### src/rtl/sprite_pkg.sv
package sprite_pkg;

  localparam int POS_W = 6;

  // One step of the position shift register: new top bit is XNOR of the two low bits.
  function automatic logic [POS_W-1:0] pos_step(input logic [POS_W-1:0] s);
    return {~(s[1] ^ s[0]), s[POS_W-1:1]};
  endfunction

  // Register state reached after n steps from zero.
  function automatic logic [POS_W-1:0] pos_state_at(input int n);
    logic [POS_W-1:0] s;
    s = '0;
    for (int i = 0; i < n; i++) s = pos_step(s);
    return s;
  endfunction

  typedef enum logic [1:0] {COPY_CLOSE, COPY_MED, COPY_FAR, COPY_MAIN} copy_e;

  // Whether a copy start is let through for a given mode.
  function automatic logic copy_allowed(input logic [2:0] md, input copy_e c);
    case (c)
      COPY_CLOSE: return (md == 3'b001) || (md == 3'b011);
      COPY_MED:   return (md == 3'b011) || (md == 3'b010) || (md == 3'b110);
      COPY_FAR:   return (md == 3'b100) || (md == 3'b110);
      default:    return 1'b1;
    endcase
  endfunction

endpackage

### src/rtl/sprite_pos_counter.sv
module sprite_pos_counter
  import sprite_pkg::*;
#(
  parameter int PERIOD   = 40,
  parameter int CLOSE_AT = 3,
  parameter int MED_AT   = 7,
  parameter int FAR_AT   = 15
) (
  input  logic       clk,
  input  logic       rst_n,
  input  logic       tick,
  input  logic       pos_reset,
  input  logic [2:0] mode,
  output logic [1:0] phase,
  output logic       start
);

  localparam int NCOPY = 4;
  localparam int DEC_AT [NCOPY] = '{CLOSE_AT, MED_AT, FAR_AT, PERIOD - 1};
  localparam logic [POS_W-1:0] WRAP_ST = pos_state_at(PERIOD - 1);

  logic [POS_W-1:0] cnt;
  logic [NCOPY-1:0] hit;
  logic             armed;

  for (genvar c = 0; c < NCOPY; c++) begin : g_dec
    localparam logic [POS_W-1:0] DEC_ST = pos_state_at(DEC_AT[c]);
    assign hit[c] = (cnt == DEC_ST) && copy_allowed(mode, copy_e'(c));
  end

  always_ff @(posedge clk) begin
    if (!rst_n || pos_reset) begin
      cnt   <= '0;
      phase <= '0;
      armed <= 1'b0;
      start <= 1'b0;
    end else if (tick) begin
      phase <= phase + 2'd1;
      start <= armed;
      armed <= (phase == 2'd3) && (|hit);
      if (phase == 2'd3) begin
        if (cnt == WRAP_ST || cnt == '1) cnt <= '0;
        else                             cnt <= pos_step(cnt);
      end
    end
  end

  AST_NO_ILLEGAL_STATE: assert property (@(posedge clk) disable iff (!rst_n)
    cnt != '1);
  AST_WRAP_TO_ZERO: assert property (@(posedge clk) disable iff (!rst_n)
    (tick && !pos_reset && phase == 2'd3 && cnt == WRAP_ST) |=> cnt == '0);
  AST_POS_RESET_QUIET: assert property (@(posedge clk) disable iff (!rst_n)
    pos_reset |=> (cnt == '0 && phase == 2'd0 && !start));
  AST_HOLD_NO_TICK: assert property (@(posedge clk) disable iff (!rst_n)
    (!tick && !pos_reset) |=> ($stable(cnt) && $stable(phase) && $stable(start)));

endmodule

### src/rtl/sprite_scan.sv
module sprite_scan #(
  parameter int PIXELS = 8
) (
  input  logic                      clk,
  input  logic                      rst_n,
  input  logic                      tick,
  input  logic                      start,
  input  logic [2:0]                mode,
  input  logic [1:0]                phase,
  output logic [$clog2(PIXELS)-1:0] scan,
  output logic                      active
);

  localparam int SW = $clog2(PIXELS);
  localparam logic [SW-1:0] LAST = SW'(PIXELS - 1);

  logic adv;

  always_comb begin
    case (mode)
      3'b101:  adv = phase[0];
      3'b111:  adv = (phase == 2'd1);
      default: adv = 1'b1;
    endcase
  end

  always_ff @(posedge clk) begin
    if (!rst_n) begin
      scan   <= '0;
      active <= 1'b0;
    end else if (tick) begin
      if (start) begin
        scan   <= '0;
        active <= 1'b1;
      end else if (active && adv) begin
        scan <= scan + SW'(1);
        if (scan == LAST) active <= 1'b0;
      end
    end
  end

  AST_SCAN_HOLD: assert property (@(posedge clk) disable iff (!rst_n)
    !tick |=> ($stable(scan) && $stable(active)));

  AST_STRETCH4_HOLD: assert property (@(posedge clk) disable iff (!rst_n)
    (tick && !start && mode == 3'b111 && phase != 2'd1) |=> $stable(scan));

endmodule

### src/rtl/sprite_gfx_buf.sv
module sprite_gfx_buf #(
  parameter int PIXELS = 8
) (
  input  logic              clk,
  input  logic              rst_n,
  input  logic              gfx_wr,
  input  logic [PIXELS-1:0] gfx_data,
  input  logic              partner_wr,
  input  logic              delay_sel,
  output logic [PIXELS-1:0] gfx_sel
);

  logic [PIXELS-1:0] cur_q;
  logic [PIXELS-1:0] held_q;

  always_ff @(posedge clk) begin
    if (!rst_n) begin
      cur_q  <= '0;
      held_q <= '0;
    end else begin
      if (gfx_wr)     cur_q  <= gfx_data;
      if (partner_wr) held_q <= cur_q;
    end
  end

  assign gfx_sel = delay_sel ? held_q : cur_q;

  AST_HELD_COPY: assert property (@(posedge clk) disable iff (!rst_n)
    partner_wr |=> (held_q == $past(cur_q)));
  AST_CUR_KEEP: assert property (@(posedge clk) disable iff (!rst_n)
    !gfx_wr |=> $stable(cur_q));

endmodule

### src/rtl/sprite_unit.sv
module sprite_unit
  import sprite_pkg::*;
#(
  parameter int PIXELS   = 8,
  parameter int PERIOD   = 40,
  parameter int CLOSE_AT = 3,
  parameter int MED_AT   = 7,
  parameter int FAR_AT   = 15
) (
  input  logic              clk,
  input  logic              rst_n,
  input  logic              motion_en,
  input  logic              stuff_pulse,
  input  logic              pos_reset,
  input  logic              gfx_wr,
  input  logic [PIXELS-1:0] gfx_data,
  input  logic              partner_wr,
  input  logic [2:0]        mode,
  input  logic              reflect,
  input  logic              delay_sel,
  output logic              pix
);

  localparam int SW = $clog2(PIXELS);

  logic              tick;
  logic              tick_scan;
  logic [1:0]        phase;
  logic              start;
  logic [SW-1:0]     scan;
  logic              active;
  logic [PIXELS-1:0] gfx_sel;
  logic [SW-1:0]     bit_idx;

  assign tick      = motion_en | stuff_pulse;
  assign tick_scan = tick & ~pos_reset;

  sprite_pos_counter #(
    .PERIOD(PERIOD), .CLOSE_AT(CLOSE_AT), .MED_AT(MED_AT), .FAR_AT(FAR_AT)
  ) u_pos (
    .clk(clk), .rst_n(rst_n), .tick(tick), .pos_reset(pos_reset),
    .mode(mode), .phase(phase), .start(start)
  );

  sprite_scan #(.PIXELS(PIXELS)) u_scan (
    .clk(clk), .rst_n(rst_n), .tick(tick_scan), .start(start),
    .mode(mode), .phase(phase), .scan(scan), .active(active)
  );

  sprite_gfx_buf #(.PIXELS(PIXELS)) u_gfx (
    .clk(clk), .rst_n(rst_n), .gfx_wr(gfx_wr), .gfx_data(gfx_data),
    .partner_wr(partner_wr), .delay_sel(delay_sel), .gfx_sel(gfx_sel)
  );

  assign bit_idx = reflect ? scan : ~scan;
  assign pix     = active & gfx_sel[bit_idx];

  AST_IDLE_LOW: assert property (@(posedge clk) disable iff (!rst_n)
    !active |-> !pix);

endmodule

### config.mk
export PLATFORM = sky130hd
export DESIGN_NAME = sprite_unit
export DESIGN_NICKNAME = d
export VERILOG_FILES = /design/src/rtl/sprite_pkg.sv /design/src/rtl/sprite_pos_counter.sv /design/src/rtl/sprite_scan.sv /design/src/rtl/sprite_gfx_buf.sv /design/src/rtl/sprite_unit.sv
export SDC_FILE = /design/constraint.sdc
export NUM_CORES = 1
export LEC_CHECK = 0
export ABC_CLOCK_PERIOD_IN_PS = 5700
export CELL_PAD_IN_SITES_DETAIL_PLACEMENT = 1
export CELL_PAD_IN_SITES_GLOBAL_PLACEMENT = 1
export CORE_ASPECT_RATIO = 1.2
export CORE_MARGIN = 4
export CORE_UTILIZATION = 25
export CTS_CLUSTER_DIAMETER = 50
export DETAILED_ROUTE_END_ITERATION = 12
export DONT_BUFFER_PORTS = 1
export HOLD_SLACK_MARGIN = 0.05
export MAX_ROUTING_LAYER = met4
export PLACE_DENSITY = 0.5
export SETUP_SLACK_MARGIN = 0.1
export SLEW_MARGIN = 20
export SYNTH_ARGS = -nofsm -noshare
export SYNTH_HDL_FRONTEND = slang
export SYNTH_SLANG_ARGS = --single-unit
### constraint.sdc
create_clock -name clk -period 5.7 [get_ports clk]
set_clock_uncertainty 0.05 [all_clocks]
set_input_delay 0.57 -clock clk [delete_from_list [all_inputs] [get_ports clk]]
set_output_delay 0.57 -clock clk [all_outputs]
set_load 0.03 [all_outputs]
==> After elaboration in Yosys (flattened, before gate mapping) <==
Cells that the tools add are included.
{ "classes": {"addsub": 2, "order_cmp": 1, "n_eq_ne": 15, "n_mux": 11, "bitwise_logic": 7, "n_reduce_logical": 18} }
{ "op_table": {"columns": ["cell", "count"], "rows": [
  ["equality test 6 bit (second input constant)", 5],
  ["equality test 3 bit (second input constant)", 5],
  ["two-way mux 3 bit", 3],
  ["two-way mux 8 bit", 1],
  ["equality test 3 x 2 -> 1 bit (second input constant)", 2],
  ["logical OR 1 bit", 6],
  ["two-way mux 6 bit", 1],
  ["logical AND 1 bit", 5],
  ["< comparator 3 x 4 -> 1 bit (second input constant)", 1],
  ["two-way mux 1 bit", 4],
  ["AND reduction 2 bit", 2],
  ["nonzero test 2 bit", 2],
  ["OR reduction 4 bit", 1],
  ["adder 3 x 1 -> 3 bit (second input constant)", 1],
  ["binary-select mux 1 bit (select 3 bit)", 1],
  ["equality test 3 x 1 -> 1 bit (second input constant)", 1],
  ["inverter 3 bit", 1],
  ["AND reduction 3 bit", 1],
  ["adder 2 x 1 -> 2 bit (second input constant)", 1],
  ["bitwise AND 1 bit", 2],
  ["equality test 2 x 1 -> 1 bit (second input constant)", 1],
  ["equality test 2 bit (second input constant)", 1],
  ["inverter 1 bit", 2],
  ["one-hot mux 1 bit (2 select lines)", 1],
  ["3 further kinds", 3]
]} }
{ "word_totals": {"ff_bits": 30, "input_bits": 20, "output_inout_bits": 1, "elab_cells": 62} }

==> Longest topological paths before layout <==
Gate-level depths: netlist of run 1.
{ "logic_depth": {"ltp_word": 6, "ltp_mapped": 6, "mapped_depth_nobuf": 6} }

==> Hierarchy <==
A second synthesis of run 1 with hierarchy kept.
{ "hier_totals": {"hier_cells": 168, "hier_area_um2": 1707.9} }
{ "modules_own_cells": {"columns": ["module", "instances", "cells_per_inst", "area_each_um2", "seq_area_each_um2"], "rows": [
  ["sprite_gfx_buf", 1, 60, 739.5, 320.3],
  ["sprite_pos_counter", 1, 52, 519.2, 200.2],
  ["sprite_scan", 1, 25, 229.0, 80.1],
  ["sprite_unit", 1, 31, 220.2, 0.0]
]} }

==> Least setup slack after synthesis of run 1 <==
OpenSTA, ideal clock, no wires.
{ "synth_timing": {"path_kind": "in2out", "start": "input port reflect", "end": "output port pix", "t_arrival_ns": 2.252, "required_ns": 5.080, "path_slack_ns": 2.828, "cell_stages": 4, "path_buffers": 1, "cell_sequence": "clkbuf_1 mux4_2 mux2_2 a2111oi_2"} }
{ "synth_between": {"elab_chain_cells": 4} }
{ "synth_rtl": {"columns": ["element", "line", "rtl"], "rows": [
  ["start: declaration", "sprite_unit.sv:19", "input logic reflect,"],
  ["two-way mux 3 bit", "sprite_unit.sv:55", "assign bit_idx = reflect ? scan : ~scan;"],
  ["binary-select mux 1 bit (select 3 bit)", "sprite_unit.sv:56", "assign pix = active & gfx_sel[bit_idx];"],
  ["two-way mux 1 bit (implied by the code)", "sprite_unit.sv:56", null],
  ["bitwise AND 1 bit", "sprite_unit.sv:56", null],
  ["end: declaration", "sprite_unit.sv:21", "output logic pix"]
]} }
Every way passes these cells. The select of a mux whose other input is x is not followed.

==> Worst setup path after layout of run 1 <==
{ "layout_timing": {"start": "register u_scan.scan[1]", "end": "output port pix"} }
{ "layout_between": {"elab_chain_cells": 5} }
{ "layout_rtl": {"columns": ["element", "line", "rtl"], "rows": [
  ["start: declaration", "sprite_scan.sv:10", "output logic [$clog2(PIXELS)-1:0] scan,"],
  ["start signal: assignment", "sprite_scan.sv:36", "scan <= scan + SW'(1);"],
  ["inverter 3 bit", "sprite_unit.sv:55", null],
  ["two-way mux 3 bit (*)", "sprite_unit.sv:55", null],
  ["binary-select mux 1 bit (select 3 bit) (*)", "sprite_unit.sv:56", null],
  ["two-way mux 1 bit (implied by the code) (*)", "sprite_unit.sv:56", null],
  ["bitwise AND 1 bit (*)", "sprite_unit.sv:56", null]
]} }
Mark *: on every way between the ends. The rest lies on a longest branch, timed or not. The select of a mux whose other input is x is not followed.

==> results of run 1 <==
==> state kept, by name (all words and copies together), names as in the netlist <==
register,cells
u_gfx.cur_q,8
u_gfx.held_q,8
u_pos.cnt,6
u_scan.scan,3
u_pos.phase,2
u_pos.armed,1
u_pos.start,1
u_scan.active,1
==> per-stage QoR <==
step                total power (uW)  worst slack (ps)  hold slack, ps  utilization
finish                           510              2520             392        0.287
global route                     533              2350             389        0.287
CTS                              522              2500             380        0.287
detailed placement               251              2810             401        0.265
global placement                 250              2880             402        0.265
floorplan                        249              2830             383            -
==> power breakdown <==
group	internal (uW)	switching, uW	total (uW)
sequential	216	4.54	220
combinational	12.8	12.3	25.1
clock	186	78.2	265
total	415	95.0	510
==> final timing paths <==
path / start / endpoint / depth (start not counted)
min reg2reg: u_pos.armed / u_pos.armed / 2
max reg2reg: u_pos.phase[0] / u_scan.active / 5
max: u_scan.scan[1] / pix / 4
min: gfx_data[5] / u_gfx.cur_q[5] / 2
==> worst max-delay path: stages, from the launching register on <==
cell and delay [ps]:
dfxtp_1 600, nand2_1 100, mux4_2 460, mux2_2 280, a2111oi_2 860
==> layout by cell type, fill, tap and decap left out, drive strengths merged, types with 2 or more instances in the layout <==
master / n
a21oi: 6
a22oi: 6
a31o: 2
bufinv: 2
clkbuf: 6
dfxtp: 30
ha: 7
inv: 7
mux2: 4
mux2i: 22
mux4: 2
nand2: 10
nand2b: 9
nand4b: 3
nor2: 26
nor3: 2
o21ai: 6
o221ai: 4
==> layout make-up <==
class	instances	share of cell area
multi-input combinational	129	0.521
clock buffer	6	0.0449
sequential	30	0.327
inverter	8	0.0163
clock inverter	2	0.0327
tap	85	0.0579
==> cells by family after synthesis <==
family	after synthesis
muxes	28
adders and majority gates	7
buffers and inverters	17
AOI/OAI and AO/OA	36
and+or+nand+nor	56
DFF	30
xor gates and xnor gates	2
==> layer usage <==
layer  up-vias  wire [um]  GRT usage  share of wire
met5         -          0          -              0
met4         0         31     0.0374         0.0080
met3         2        208     0.0343          0.054
met2        19       2070      0.196           0.54
met1       641       1560      0.125           0.40
li1        629          -          -              -
==> flow_summary.yaml, run 1 <==
run_status:
  status: "finished, final reports clean"
finish:
  area_growth_pct: 12.6
  drive_gt1_frac: 0.109
  stdcell_count: 260
  fillerInstances: 760
  nets: 201
  diodes: 0
  seq_area_um2: 601
  postLayoutCellArea_mm2: 0.00184
  multi_input_comb_area_um2: 958
floorplan:
  start_util: 0.255
  die_height_um: 96.5
  die-area_mm2: 0.00789
  coreArea_mm2: 0.00641
  num_rows: 32
  die_x_um: 81.8
  num_io_pins: 21
synthesis:
  synth.most_common_cell: "dfxtp_1"
  yosysSeqAreaShare: 0.368
  synth_cells: 176
  synth-compound-area-share: 0.163
  synthDistinctLibCells: 42
  synth_top_area_share: 0.368
  synth.largest_area_cell: "dfxtp_1"
  synth-edff-count: 0
  synth.top_cells.by_area: "dfxtp_1, mux2i_1, nor2_1"
  synthMuxAreaShare: 0.190
  synth-simple-area-share: 0.169
  synthAdderAreaFrac: 0.0536
  yosysWarnings: 0
  synth_top_family_by_area: "multiplexers"
  synth-seq-cells: 30
  synth-xor-area-share: 0.0107
  ys.flop_type: "dfxtp_1"
  synth-async-reset-ratio: 0
  syn_avg_cell_area_um2: 9.28
  synth_nets: 203
  yosys-top-cells-count: "dfxtp_1, nor2_1, mux2i_1"
  syn_area_mm2: 0.00163
power:
  power_density_mw_per_mm2: 277
  vdd_drop_max_mv: 0.110
  p_leak_uw: 0.000679
clocking:
  clock-sinks: 30
  cts_setup_buffers: 0
  cts-resized-gates: 0
  cts_max_path_buffers: 2
  cts.root.buffer_cell: "clkbuf_8"
  cts_hold_buf: 0
  cts_tree: "built"
  clk_latency_ps: 270
  htreeDepth: 2
  clkSlewWorstSetupHoldPaths_ps: 70
  cts_made_buffers: 5
sta:
  setup_tns_ps: 0
  hold_violations: 0
  setup_viol: 0
  slew_violations: 0
  period_share: 0.559
  grt_setup_unrepaired: "no"
  relSlewSlack: 0.389
  worst_pin_slew_ps: 915
  period_minus_slack_ps: 3180
  fmax_mhz: 314
global_routing:
  grt_pass1_vias: 1388
  grt_use_total: 0.114
  grt_overflow: 0
  antenna_found_initial: 0
  grt_pass1_wl_mm: 6.71
  grt_max_degree: 20
route:
  drt_iter0_markers: 25
  drt-total-wl_mm: 3.87
  avgRoutedWirePerCell_um: 14.9
  antenna_left: 0
  dr.pass1.iters: 4
  num_vias: 1291
  drc: 0
  viasPerCell: 4.97
worst_setup_path:
  path_max_fanout: 16
  r2r_slack_ps: 3890
  arrival_ps: 2560
  cp.required_ps: 5080
  endpoint_kind: "output pin"
  criticalPathCategory: "reg -> out"
  start_kind: "flop"
place:
  dpl.hpwl_mm: 3.00
  place_area_mm2: 0.00170
  port_buffers: 0
  gp_congestion: 0.792
  dp_cells: 252
run:
  max_cap_viol_count: 0
worst_hold_path:
  hp-class: "in -> reg"
Power figures use the tool's default switching activity.
==> run 2: changes to the inputs <==
ABC_CLOCK_PERIOD_IN_PS = 3100   (was 5700)
clock period = 3.1 ns   (was 5.7 ns; I/O delays follow)
==> flow_summary.yaml, run 2 (synthesized netlist as in run 1, its figures left out) <==
run_status:
  status: "finished, final reports clean"
finish:
  final_cell_mix: "dfxtp_1, nor2_1, mux2i_1"
  fillerInstances: 773
  seq_area_um2: 601
  area_growth_pct: 10.1
  nets: 202
  diodes: 0
  top_regs: "u_gfx.cur_q (8), u_gfx.held_q (8), u_pos.cnt (6)"
  drive_gt1_frac: 0.114
  final_common_cell: "dfxtp_1"
  multi_input_comb_area_um2: 958
global_routing:
  antenna_found_initial: 0
  grt_pass1_vias: 1393
  grt_pass1_wl_mm: 6.87
  grt_max_degree: 20
  grt_use_total: 0.116
  grt_overflow: 0
sta:
  setup_viol: 0
  setup_tns_ps: 0
  grt_setup_unrepaired: "no"
  worst_pin_slew_ps: 533
  hold_violations: 0
  period_minus_slack_ps: 2670
  fmax_mhz: 375
  slew_violations: 0
  hold_ws_ps: 130
  relSlewSlack: 0.642
  period_share: 0.860
floorplan:
  num_rows: 32
  num_io_pins: 21
  coreArea_mm2: 0.00641
  start_util: 0.255
  die_height_um: 96.5
  die-area_mm2: 0.00789
  die_x_um: 81.8
route:
  num_vias: 1258
  drt_iter0_markers: 43
  avgRoutedWirePerCell_um: 15.0
  dr.pass1.iters: 4
  viasPerCell: 4.82
  drc: 0
  drt-total-wl_mm: 3.92
  antenna_left: 0
worst_setup_path:
  path_max_fanout: 16
  startpoint: "u_scan.scan[1]"
  r2r_slack_ps: 1370
  slowest_stage: "dfxtp_1"
  path_buf_inv: 1
  cp_top_family: "multiplexers"
  cpPeakStageDelay_ps: 600
  r2r_start: "u_pos.phase[0]"
  cp.required_ps: 2740
  start_kind: "flop"
  criticalPathCategory: "reg -> out"
  endpoint_kind: "output pin"
  arrival_ps: 2310
  r2r_cells: 5
  path_cells: "nand2_1 > mux4_2 > mux2_2 > a2111oi_2 > buf_4"
  rr_endpoint: "u_scan.active"
place:
  dpl.hpwl_mm: 2.96
  gp_congestion: 0.772
  port_buffers: 0
clocking:
  cts_hold_buf: 0
  cts_max_path_buffers: 2
  cts.root.buffer_cell: "clkbuf_8"
  clkSlewWorstSetupHoldPaths_ps: 70
  clk_latency_ps: 280
  cts_tree: "built"
  clock-sinks: 30
  cts-resized-gates: 0
  cts_made_buffers: 5
  htreeDepth: 2
  cts_setup_buffers: 0
worst_hold_path:
  min_from: "gfx_data[5]"
  min_to: "u_gfx.cur_q[5]"
  hp-class: "in -> reg"
  hold-path-cell-count: 2
power:
  vdd_drop_max_mv: 0.184
  p_leak_uw: 0.000660
  power_density_mw_per_mm2: 435
run:
  max_cap_viol_count: 0
[run 2: cell count changes in the layout (fill, tap and decap cells not counted)]
| cell | change |
|---|---|
| bufinv_16 | -2 |
| buf_4 | +1 |
| clkinvlp_4 | +1 |
| clkinv_2 | +1 |
[run 2: cell type report]
cell class                      instances  area share
Sequential cell                        30       0.334
Tap cell                               85      0.0592
Clock inverter                          2     0.00696
Inverter                                8      0.0167
Timing Repair Buffer                    1     0.00418
Clock buffer                            6      0.0459
Multi-Input combinational cell        129       0.533
[run 2: worst max-delay path by stage]
stage / endpoint / slack (ps) / cells past startpoint
global route: pix / 260 / 5
CTS: pix / 380 / 5
detailed placement: pix / 700 / 5
floorplan: pix / 650 / 5
finish: pix / 430 / 5
global placement: pix / 810 / 5
[run 2: through the flow]
step                power (uW)  setup WS (ps)  std cells  utilization  area, um2
floorplan                  458            653        176            -       1630
CTS                        804            385        261        0.281       1800
global route               827            263        261        0.281       1800
finish                     782            435        261        0.281       1800
global placement           459            810        253        0.266       1700
detailed placement         461            702        253        0.266       1700
[run 2: metal layers]
layer / share of wire / wire length [um] / track usage
met5: 0 / 0 / -
met4: 0.0079 / 31 / 0.0374
met3: 0.053 / 209 / 0.0390
met2: 0.51 / 2000 / 0.189
met1: 0.43 / 1680 / 0.133
[run 2: where the power goes]
group / switching (uW) / internal, uW / total [uW]
logic: 22.7 / 23.5 / 46.3
clock network: 152 / 178 / 330
registers: 8.60 / 397 / 405
